## config.mk

```make
export PLATFORM = sky130hd
export DESIGN_NAME = hofreq_avg
export DESIGN_NICKNAME = d
export VERILOG_FILES = /design/src/rtl/hofreq_pkg.sv /design/src/rtl/hofreq_iir.sv /design/src/rtl/hofreq_regs.sv /design/src/rtl/hofreq_sel.sv /design/src/rtl/hofreq_avg.sv
export SDC_FILE = /design/constraint.sdc
export NUM_CORES = 1
export LEC_CHECK = 0
export ABC_AREA = 1
export BUFFER_PORTS_ARGS = -buffer_cell sky130_fd_sc_hd__buf_2
export CAP_MARGIN = 0
export CORE_AREA = 2 2 165 167
export DETAILED_ROUTE_END_ITERATION = 12
export DIE_AREA = 0 0 167 169
export PLACE_DENSITY = 0.66
export SYNTH_ARGS = -nofsm -noshare
export SYNTH_HDL_FRONTEND = slang
export SYNTH_SLANG_ARGS = --single-unit
```

## constraint.sdc

```tcl
create_clock -name clk -period 5.4 [get_ports clk]
set_input_delay 0.54 -clock clk [delete_from_list [all_inputs] [get_ports clk]]
set_output_delay 0.54 -clock clk [all_outputs]
set_load 0.02 [all_outputs]
```

## src/rtl/hofreq_pkg.sv

```systemverilog
package hofreq_pkg;
  localparam int unsigned FW_DEFAULT = 32;

  typedef enum logic [1:0] {
    ADR_FREQ  = 2'd0,
    ADR_HMODE = 2'd1,
    ADR_IMODE = 2'd2,
    ADR_NONE  = 2'd3
  } hadr_e;

  // bit positions inside the configuration bytes
  localparam int unsigned HM_FAST_B  = 7;
  localparam int unsigned HM_AUTO_B  = 6;
  localparam int unsigned HM_RDAVG_B = 5;
  localparam int unsigned IM_MAN_B   = 4;

  typedef struct packed {
    logic fast;
    logic autoavg;
    logic rdavg;
    logic manual;
  } hcfg_t;
endpackage

```

## src/rtl/hofreq_iir.sv

```systemverilog
module hofreq_iir #(
  parameter int unsigned FW     = 32,
  parameter int unsigned K_FAST = 4,
  parameter int unsigned K_SLOW = 10
) (
  input  logic          clk,
  input  logic          rst_n,
  input  logic          smp_vld,
  input  logic [FW-1:0] smp_word,
  input  logic          fast_sel,
  output logic [FW-1:0] avg_q
);
  localparam int unsigned DW = FW + 1;

  logic signed [DW-1:0] diff;
  logic        [FW-1:0] step_fast;
  logic        [FW-1:0] step_slow;
  logic        [FW-1:0] step;
  logic        [FW-1:0] avg_d;

  always_comb begin
    diff      = $signed({smp_word[FW-1], smp_word}) - $signed({avg_q[FW-1], avg_q});
    step_fast = FW'(diff >>> K_FAST);
    step_slow = FW'(diff >>> K_SLOW);
    step      = fast_sel ? step_fast : step_slow;
    avg_d     = avg_q;
    if (smp_vld) begin
      avg_d = avg_q + step;
    end
  end

  always_ff @(posedge clk or negedge rst_n) begin
    if (!rst_n) begin
      avg_q <= '0;
    end else begin
      avg_q <= avg_d;
    end
  end
endmodule

```

## src/rtl/hofreq_regs.sv

```systemverilog
module hofreq_regs
  import hofreq_pkg::*;
#(
  parameter int unsigned FW = 32
) (
  input  logic          clk,
  input  logic          rst_n,
  input  logic          wr,
  input  logic          rd,
  input  logic [1:0]    addr,
  input  logic [FW-1:0] wdata,
  input  logic [FW-1:0] avg_word,
  output logic [FW-1:0] rdata,
  output logic [FW-1:0] hold_word,
  output hcfg_t         cfg
);
  logic [7:0]    hmode_q, hmode_d;
  logic [7:0]    imode_q, imode_d;
  logic [FW-1:0] hold_d;
  logic [FW-1:0] rdata_d;
  hadr_e         adr;

  assign adr = hadr_e'(addr);

  always_comb begin
    hold_d  = hold_word;
    hmode_d = hmode_q;
    imode_d = imode_q;
    if (wr) begin
      unique case (adr)
        ADR_FREQ:  hold_d  = wdata;
        ADR_HMODE: hmode_d = wdata[7:0];
        ADR_IMODE: imode_d = wdata[7:0];
        default:   ;
      endcase
    end
  end

  always_comb begin
    rdata_d = rdata;
    if (rd) begin
      unique case (adr)
        ADR_FREQ:  rdata_d = cfg.rdavg ? avg_word : hold_word;
        ADR_HMODE: rdata_d = FW'(hmode_q);
        ADR_IMODE: rdata_d = FW'(imode_q);
        default:   rdata_d = '0;
      endcase
    end
  end

  always_comb begin
    cfg.fast    = hmode_q[HM_FAST_B] & hmode_q[HM_AUTO_B];
    cfg.autoavg = hmode_q[HM_AUTO_B];
    cfg.rdavg   = hmode_q[HM_RDAVG_B];
    cfg.manual  = imode_q[IM_MAN_B];
  end

  always_ff @(posedge clk or negedge rst_n) begin
    if (!rst_n) begin
      hold_word <= '0;
      hmode_q   <= '0;
      imode_q   <= '0;
      rdata     <= '0;
    end else begin
      hold_word <= hold_d;
      hmode_q   <= hmode_d;
      imode_q   <= imode_d;
      rdata     <= rdata_d;
    end
  end
endmodule

```

## src/rtl/hofreq_sel.sv

```systemverilog
module hofreq_sel #(
  parameter int unsigned FW = 32
) (
  input  logic          clk,
  input  logic          rst_n,
  input  logic          holdover_on,
  input  logic [FW-1:0] avg_word,
  input  logic [FW-1:0] hold_word,
  input  logic          cfg_auto,
  input  logic          cfg_manual,
  output logic [FW-1:0] ho_word
);
  logic          ho_prev_q;
  logic [FW-1:0] snap_q, snap_d;
  logic          entry;

  always_comb begin
    entry  = holdover_on & ~ho_prev_q;
    snap_d = snap_q;
    if (entry) begin
      snap_d = avg_word;
    end
  end

  always_ff @(posedge clk or negedge rst_n) begin
    if (!rst_n) begin
      ho_prev_q <= 1'b0;
      snap_q    <= '0;
    end else begin
      ho_prev_q <= holdover_on;
      snap_q    <= snap_d;
    end
  end

  always_comb begin
    if (cfg_manual) begin
      ho_word = hold_word;
    end else if (cfg_auto) begin
      ho_word = avg_word;
    end else begin
      ho_word = snap_q;
    end
  end
endmodule

```

## src/rtl/hofreq_avg.sv

```systemverilog
module hofreq_avg
  import hofreq_pkg::*;
#(
  parameter int unsigned FW          = FW_DEFAULT,
  parameter int unsigned K_FAST      = 4,
  parameter int unsigned K_SLOW      = 10,
  parameter int unsigned SYNC_STAGES = 2
) (
  input  logic          clk,
  input  logic          rst_n,
  input  logic          smp_vld,
  input  logic [FW-1:0] smp_word,
  input  logic          holdover_on,
  input  logic          hst_wr,
  input  logic          hst_rd,
  input  logic [1:0]    hst_addr,
  input  logic [FW-1:0] hst_wdata,
  output logic [FW-1:0] hst_rdata,
  output logic [FW-1:0] ho_word
);
  logic [SYNC_STAGES-1:0] rsync_q;
  logic                   rst_sync_n;
  logic [FW-1:0]          avg_word;
  logic [FW-1:0]          hold_word;
  hcfg_t                  cfg;

  always_ff @(posedge clk or negedge rst_n) begin
    if (!rst_n) begin
      rsync_q <= '0;
    end else begin
      rsync_q <= {rsync_q[SYNC_STAGES-2:0], 1'b1};
    end
  end
  assign rst_sync_n = rsync_q[SYNC_STAGES-1];

  hofreq_iir #(.FW(FW), .K_FAST(K_FAST), .K_SLOW(K_SLOW)) iir_i (
    .clk      (clk),
    .rst_n    (rst_sync_n),
    .smp_vld  (smp_vld),
    .smp_word (smp_word),
    .fast_sel (cfg.fast),
    .avg_q    (avg_word)
  );

  hofreq_regs #(.FW(FW)) regs_i (
    .clk       (clk),
    .rst_n     (rst_sync_n),
    .wr        (hst_wr),
    .rd        (hst_rd),
    .addr      (hst_addr),
    .wdata     (hst_wdata),
    .avg_word  (avg_word),
    .rdata     (hst_rdata),
    .hold_word (hold_word),
    .cfg       (cfg)
  );

  hofreq_sel #(.FW(FW)) sel_i (
    .clk         (clk),
    .rst_n       (rst_sync_n),
    .holdover_on (holdover_on),
    .avg_word    (avg_word),
    .hold_word   (hold_word),
    .cfg_auto    (cfg.autoavg),
    .cfg_manual  (cfg.manual),
    .ho_word     (ho_word)
  );
endmodule

```

After elaboration in Yosys (flattened, before gate mapping)
Cells that the tools add are included.

operators by class
  add/sub/neg operators = 2
  equality and inequality tests = 2
  mux-type cells = 5
  bitwise gates (word level) = 3
  reductions and logical operators = 4

operator list
  kind                                                 count
  two-way mux 32 bit                                   3
  one-hot mux 32 bit (3 select lines)                  1
  subtractor 32 x 32 -> 33 bit                         1
  adder 32 bit                                         1
  two-way mux 28 bit                                   1
  AND reduction 2 bit                                  3
  bitwise AND 1 bit                                    2
  equality test 2 x 1 -> 1 bit, second input constant  1
  equality test 2 bit, second input constant           1
  zero test 2 bit                                      1
  inverter 1 bit                                       1

word-level totals
  bits in registers = 147
  bits of input ports = 72
  output and inout port bits = 64
  word-level logic and storage cells = 24

Logic depth before layout (Yosys ltp)
Gate-level depths: netlist of run 1.

  word-level depth = 3
  mapped depth = 31
  depth with buffers taken out = 31

Hierarchy
A second synthesis of run 1 with hierarchy kept.

second synthesis, totals
  cells, all modules = 1663
  area total of the unflattened synthesis = 11273.3 µm²

modules (own cells, without submodules)
  module       instances  cells each  area an instance (µm²)  sequential area each (µm²)
  hofreq_iir   1          866         5251.3                  800.8
  hofreq_regs  1          449         3772.4                  2001.9
  hofreq_sel   1          345         2195.9                  825.8
  hofreq_avg   1          3           53.8                    50.0

Worst setup path before layout of run 1
OpenSTA, ideal clock, no wires.

  path type = input to register
  start = input port smp_word[3]
  end = register iir_i.avg_q[29]
  library setup time = 132 ps
  data arrival time = 3212 ps
  data required time = 5268 ps
  setup slack = 2056 ps
  cell stages on the path = 23
  buffers on the path = 0
  path through = ha_1 a21oi_2 nor2_1 nor2_1 nand2_1 a21oi_4 o21bai_2 nand2_1 nand2_1 or2_1 nand3_1 nand2_1 ha_1 a21oi_1 inv_1 a21oi_1 inv_1 a21oi_1 inv_1 a21oi_1 nand3_1 nand3_1 o21ai_0

between the ends
  word-level cells in the longest chain between the ends = 3

RTL lines
  what                              line              RTL
  start, declared                   hofreq_avg.sv:12  input logic [FW-1:0] smp_word,
  subtractor 32 x 32 -> 33 bit (*)  hofreq_iir.sv:22  diff = $signed({smp_word[FW-1], smp_word}) - $signed({avg_q[FW-1], avg_q});
  two-way mux 28 bit                hofreq_iir.sv:25  step = fast_sel ? step_fast : step_slow;
  adder 32 bit (*)                  hofreq_iir.sv:28  avg_d = avg_q + step;
  end signal, assigned              hofreq_iir.sv:36  avg_q <= avg_d;
  end, declared                     hofreq_iir.sv:11  output logic [FW-1:0] avg_q

Every way passes the cells marked *; elsewhere a longest branch is shown, timed or not.
A chain may end at the register's enable or synchronous reset.

Final worst setup path of run 1
  start = register iir_i.avg_q[3]
  end = register iir_i.avg_q[23]

between the ends
  word-level cells in the longest chain between the ends = 3

RTL lines
  what                          line
  subtractor 32 x 32 -> 33 bit  hofreq_iir.sv:22
  two-way mux 28 bit            hofreq_iir.sv:25
  adder 32 bit (*)              hofreq_iir.sv:28

Marks and branches as above.

==> impl_metrics.toml, run 1 <==
[run_status]
status = "finished, final reports clean"

[yosys]
synth_common_cells = "nand2_1, o21ai_0, inv_1"
yosys-top-cells-area = "dfrtp_1, nand2_1, o21ai_0"
ys_seq_area_frac = 0.351
synth_warnings = 0
yosys.cell_count.top_type = "nand2_1"
synth_largest_area_cell = "dfrtp_1"
synth-seq-cells = 147
ys_types = 46
synth_ff_type = "dfrtp_1"
avgSynthCellArea_um2 = 7.14
synth.net_count = 1606
syn_inst = 1467
synth-edff-count = 0
synthDominantCellAreaShare = 0.351
synthArstFlopShare = 1.00
synth_area_um2 = 10500

[grt]
grt-ovfl-total = 0
grt_use_total = 0.235
grt_max_degree = 65
grt_pass1_vias = 9778
grt_pass1_wl_um = 53000
antenna_found_initial = 0

[place]
hpwl_um = 26500
io_buffers = 135
gp_congestion = 0.992
placed_area_um2 = 11400

[floorplan]
core_area_um2 = 26500
num_rows = 60
start_util = 0.395
dieArea_um2 = 28200
dieWidth_um = 167
ios = 136
dieHeight_um = 169

[power_and_ir_drop]
p_int_w = 0.00426
sequentialPowerShare = 0.189
p_comb_frac = 0.678
p_sw_w = 0.00494
power_frac_clock = 0.133
vdd_ir_drop_max_mv = 0.413
p_leak_nw = 5.94
switching_share = 0.537
p_per_area_nw_per_um2 = 762

[hold_path]
hold_class = "input pin to register"
hp-start = "holdover_on"

[sta]
fin_crit_ns = 4.19
rsz0062_at_grt = "false"
hold-worst-slack_ns = 0.250
relSlewSlack = 0.288
fin_skew_ns = 0.0144
finalSetupViolCount = 0
worst_pin_slew_ns = 1.06
fmax_mhz = 238
fin_setup_tns_ns = 0
period_share = 0.777
maxSlewViolCount = 0
hold_viol = 0

[detailed_routing]
routedWlPerCell_um = 17.2
vias_per_cell = 5.33
antenna_left = 0
drc = 0
drt-initial-drc-count = 944
dr.pass1.iters = 8
num_vias = 10300
drt-total-wl_um = 33300

[clocking]
cts_buffers = 17
ctsResizeCount = 0
clk_latency_ns = 0.43
post_cts_buffers = 0
cts_tree = "yes"
clockBufferDepth = 2
path_clk_slew_ns = 0.07
cts_sinks = 147
cts-root-buf = "clkbuf_16"
h-tree-depth = 4

[setup_path]
rr_endpoint = "iir_i.avg_q[23]"
worstSetupStartpoint = "iir_i.avg_q[3]"
start_kind = "register"
critical_path.max_fanout = 5
timing.reg2reg.setup_slack_ns = 1.21
criticalPathCategory = "register to register"
cp_data_required_time_ns = 5.68
timing.rr.start = "iir_i.avg_q[3]"
end_kind = "register"
ff2ff_path_depth = 22
arrival_ns = 4.48
crit_path_end = "iir_i.avg_q[23]"

[cells_and_area]
drive_above_1_share = 0.145
regArea_um2 = 3680
stdcell_area_um2 = 12100
areaGrowthSynthToFinish_pct = 15.3
multiInputGateArea_um2 = 5970
diodes = 0
nets = 1719
n_fill_cell = 2760

[run]
drv_cap = 0
-- cells by family (layout without fill, tap and decap cells) --
family,after synthesis,count (layout),synth area share
compound gates,419,419,0.218
flops,147,147,0.351
fa+ha+maj,67,67,0.0808
xor+xnor,29,29,0.0243
buf+inv,219,345,0.0794
simple gates,561,561,0.220
mux,24,24,0.0258
other cells,1,1,0.000358
-- per-stage QoR --
stage          setup WS (ns)   util  cells  total power [W]
4_1_cts                 1.27  0.456   1934          0.00918
3_3_place_gp            1.18  0.432   1901          0.00788
6_report                1.21  0.456   1934          0.00920
2_1_floorplan           1.00      -   1467          0.00619
3_5_place_dp            1.19  0.432   1901          0.00791
5_1_grt                0.985  0.456   1934           0.0101
-- area by class of cell --
cell class / count / share of cell area
multi-input combinational: 1101 / 0.494
sequential: 147 / 0.305
timing repair buffer: 145 / 0.0624
inverter: 168 / 0.0522
tap: 341 / 0.0353
clock buffer: 17 / 0.0352
clock inverter: 15 / 0.0155
-- layer usage --
layer / vias up / wire length, um / global-route usage
li1: 5127 / - / -
met2: 320 / 15500 / 0.385
met1: 4816 / 15100 / 0.318
met3: 44 / 1750 / 0.0355
met4: 0 / 1040 / 0.0821
met5: - / 0 / 0
-- power by group through the flow --
stage	sequential, W	combinational, W	clock (W)
4_1_cts	0.00173	0.00619	0.00125
3_3_place_gp	0.00174	0.00614	0
3_5_place_dp	0.00175	0.00616	0
5_1_grt	0.00178	0.00699	0.00129
6_report	0.00174	0.00623	0.00123
2_1_floorplan	0.00167	0.00452	0
-- flip-flops by register name, indices dropped and copies added (netlist names) --
signal	flops
rsync_q	2
regs_i.hmode_q	8
regs_i.rdata	32
sel_i.snap_q	32
sel_i.ho_prev_q	1
regs_i.imode_q	8
regs_i.hold_word	32
iir_i.avg_q	32
-- worst max-delay path: stages, from the launching register on --
cell and delay [ns]:
dfrtp_1 0.42, inv_1 0.18, ha_1 0.31, a21oi_2 0.19, nor2_1 0.06, nor2_1 0.09
nand2_1 0.14, a21oi_4 0.29, o21ai_2 0.12, xor2_1 0.26, nand2_1 0.08, o21ai_0 0.18
ha_1 0.36, nand2_1 0.09, nand2_1 0.07, nand2_1 0.06, nand2_1 0.04, a21oi_1 0.37
o21ai_2 0.17, nand3_1 0.10, nand2_1 0.10, xnor2_1 0.25, o21ai_0 0.11
-- cell usage in the layout (no fill, tap or decap), types with 2 or more instances in the layout --
master	synthesis	layout
ha_1	66	66
xor2_1	12	12
nor2_1	102	102
a31oi_1	4	4
nor2_2	3	3
nand2_2	7	8
inv_8	0	4
inv_6	0	3
o21bai_1	6	6
nand3b_1	6	6
clkinv_8	0	4
o21ai_2	4	4
xnor2_1	17	17
a21boi_0	2	2
nor4_1	4	4
a21oi_2	3	3
mux2_2	24	24
o2111ai_1	2	2
nand3_1	63	63
clkbuf_16	0	17
dfrtp_1	147	145
nand4_1	6	6
nand2_1	352	351
o211ai_1	8	8
buf_4	0	9
buf_2	8	135
inv_1	165	165
or2_1	5	5
a21oi_1	150	150
a21o_1	8	8
o21ai_0	183	183
nor3_1	7	7
o22ai_1	27	27
o21ai_1	13	13
inv_2	2	2
o21a_1	3	3
o21bai_2	2	2
-- timing repair --
| action | CTS | global route |
|---|---|---|
| setup endpoints to repair | 0 | 0 |
| hold buffers | 1 | 0 |
| hold endpoints to repair | 2 | 0 |
-- worst min-delay path by stage --
stage / endpoint / cells past startpoint / slack (ns)
after floorplan: rsync_q[0] / 0 / 0.24
after global placement: rsync_q[0] / 1 / 0.33
after detailed placement: rsync_q[0] / 1 / 0.33
after CTS: sel_i.ho_prev_q / 1 / 0.23
after global routing: sel_i.ho_prev_q / 1 / 0.24
final: sel_i.ho_prev_q / 1 / 0.25
Power figures use the tool's default switching activity.
==> run 2: changes to the inputs <==
PLACE_DENSITY = 0.69   (was 0.66)
clock period = 3.65 ns   (was 5.4 ns; I/O delays follow)
==> run 2 against run 1 <==
Compared with the run above: global-route usage grew 2.1 points; non-clock buffer count grew 242; clock-buffer cell count is the same; core utilization grew 12 points; sequential cell count is the same; critical path depth grew 2; fmax grew 16%; hold slack lost 0.19 ns; final cell count grew 13%; sequential share of layout area shrank 6.4 points; die area is the same.
==> impl_metrics.toml, run 2 (same netlist as run 1, synthesis figures left out) <==
[clocking]
clockBufferDepth = 2
path_clk_slew_ns = 0.07
h-tree-depth = 4
clk_latency_ns = 0.44
cts_buffers = 17
cts_tree = "yes"
cts_sinks = 147
cts-root-buf = "clkbuf_16"

[floorplan]
ios = 136
dieArea_um2 = 28200
dieHeight_um = 169
dieWidth_um = 167
start_util = 0.395
core_area_um2 = 26500
num_rows = 60

[sta]
fin_crit_ns = 3.60
hold_viol = 0
fin_skew_ns = 0.00999
maxSlewViolCount = 0
worst_pin_slew_ns = 1.11
relSlewSlack = 0.260
finalSetupViolCount = 0
period_share = 0.988
rsz0062_at_grt = "true"
fmax_mhz = 277

[setup_path]
criticalPathCategory = "register to register"
arrival_ns = 3.89
cpLargestDelayFamily = "simple AND/OR/NAND/NOR gates"
max_stage_delay_ns = 0.39
cp_common_cell = "nand2_2"
worst_path_max_delay_cell = "dfrtp_1"
path_buf_inv = 4
critical_path.max_fanout = 4
path_cells = "inv_2, ha_4, nand2_2, nor2_1, nor2_1, nand2_2, a21oi_4, buf_12, o21bai_4, nand2_1, nand2_1, or2_1, nand3_2, nand2_2, ha_4, nand2_2, o21ai_0, buf_4, inv_1, nand2_2, nand2_1, nand2_1, xnor2_2, o21ai_1"
cp_data_required_time_ns = 3.94
end_kind = "register"
start_kind = "register"

[cells_and_area]
areaGrowthSynthToFinish_pct = 45.8
final_cell_mix = "nand2_1, buf_4, o21ai_0, dfrtp_1, inv_1"
stdcell_area_um2 = 15300
drive_above_1_share = 0.392
final_core_util = 0.576
regArea_um2 = 3680
n_fill_cell = 2416
nets = 1961
multiInputGateArea_um2 = 7310
layout_commonest_cell = "nand2_1"
diodes = 0

[detailed_routing]
antenna_left = 0
vias_per_cell = 5.31
dr.pass1.iters = 8
num_vias = 11600
drt-total-wl_um = 38400
drc = 0
routedWlPerCell_um = 17.6
drt-initial-drc-count = 878

[place]
gp_congestion = 0.939
placed_area_um2 = 13100
io_buffers = 135
hpwl_um = 28800

[grt]
antenna_found_initial = 0
grt_max_degree = 65
grt_pass1_vias = 11100
grt-ovfl-total = 0
grt_use_total = 0.256
grt_pass1_wl_um = 57100

[run_status]
status = "finished, final reports clean"

[run]
drv_cap = 0

[hold_path]
hold_class = "input pin to register"
run 2: layer usage:
metal  global-route usage  routed length [um]  up-vias
li1                     -                   -     5605
met1                0.328               16500     5563
met2                0.440               18600      319
met3               0.0360                1770       73
met4               0.0948                1480        0
met5                    0                   0        -
run 2: layout make-up:
type / count / share of cell area
clock buffers: 17 / 0.0279
flip-flops and latches: 147 / 0.241
repair buffers: 387 / 0.169
clock inverters: 15 / 0.0136
multi-input cells: 1101 / 0.479
well taps: 341 / 0.0279
inverters: 168 / 0.0413
run 2: repair_timing:
item                                    CTS  global route
hold buffers                              1             0
setup buffers                             2            18
gates resized for setup                  46           271
hold endpoints to repair                  2             0
endpoints found under the setup margin   21            25
pin swaps                                11            75
run 2: final timing paths:
check                                     from               end  slack [ns]  depth (start not counted)
worst max-delay path            iir_i.avg_q[4]   iir_i.avg_q[21]        0.05                         24
worst min-delay path               holdover_on   sel_i.ho_prev_q        0.06                          1
worst max register to register  iir_i.avg_q[4]   iir_i.avg_q[21]        0.05                         24
max in group asynchronous           rsync_q[1]  sel_i.snap_q[18]        2.23                          1
worst min register to register      rsync_q[0]        rsync_q[1]        0.36                          0
min in group asynchronous                rst_n        rsync_q[1]        0.24                          2
run 2: stage by stage:
step           cells  setup TNS [ns]  hold WS, ns  worst slack [ns]
3_3_place_gp    2123           -1.91        0.150            -0.173
4_1_cts         2158               0       0.0517           0.00284
6_report        2176               0       0.0645            0.0452
3_5_place_dp    2123           -2.06        0.154            -0.196
5_1_grt         2176           -1.19       0.0464            -0.172
2_1_floorplan   1467               0       0.0694             0.428
Power of run 2 is left out: the tool's default activity adds up to more than one toggle a clock period on the data nets, which glitch-free logic cannot reach.
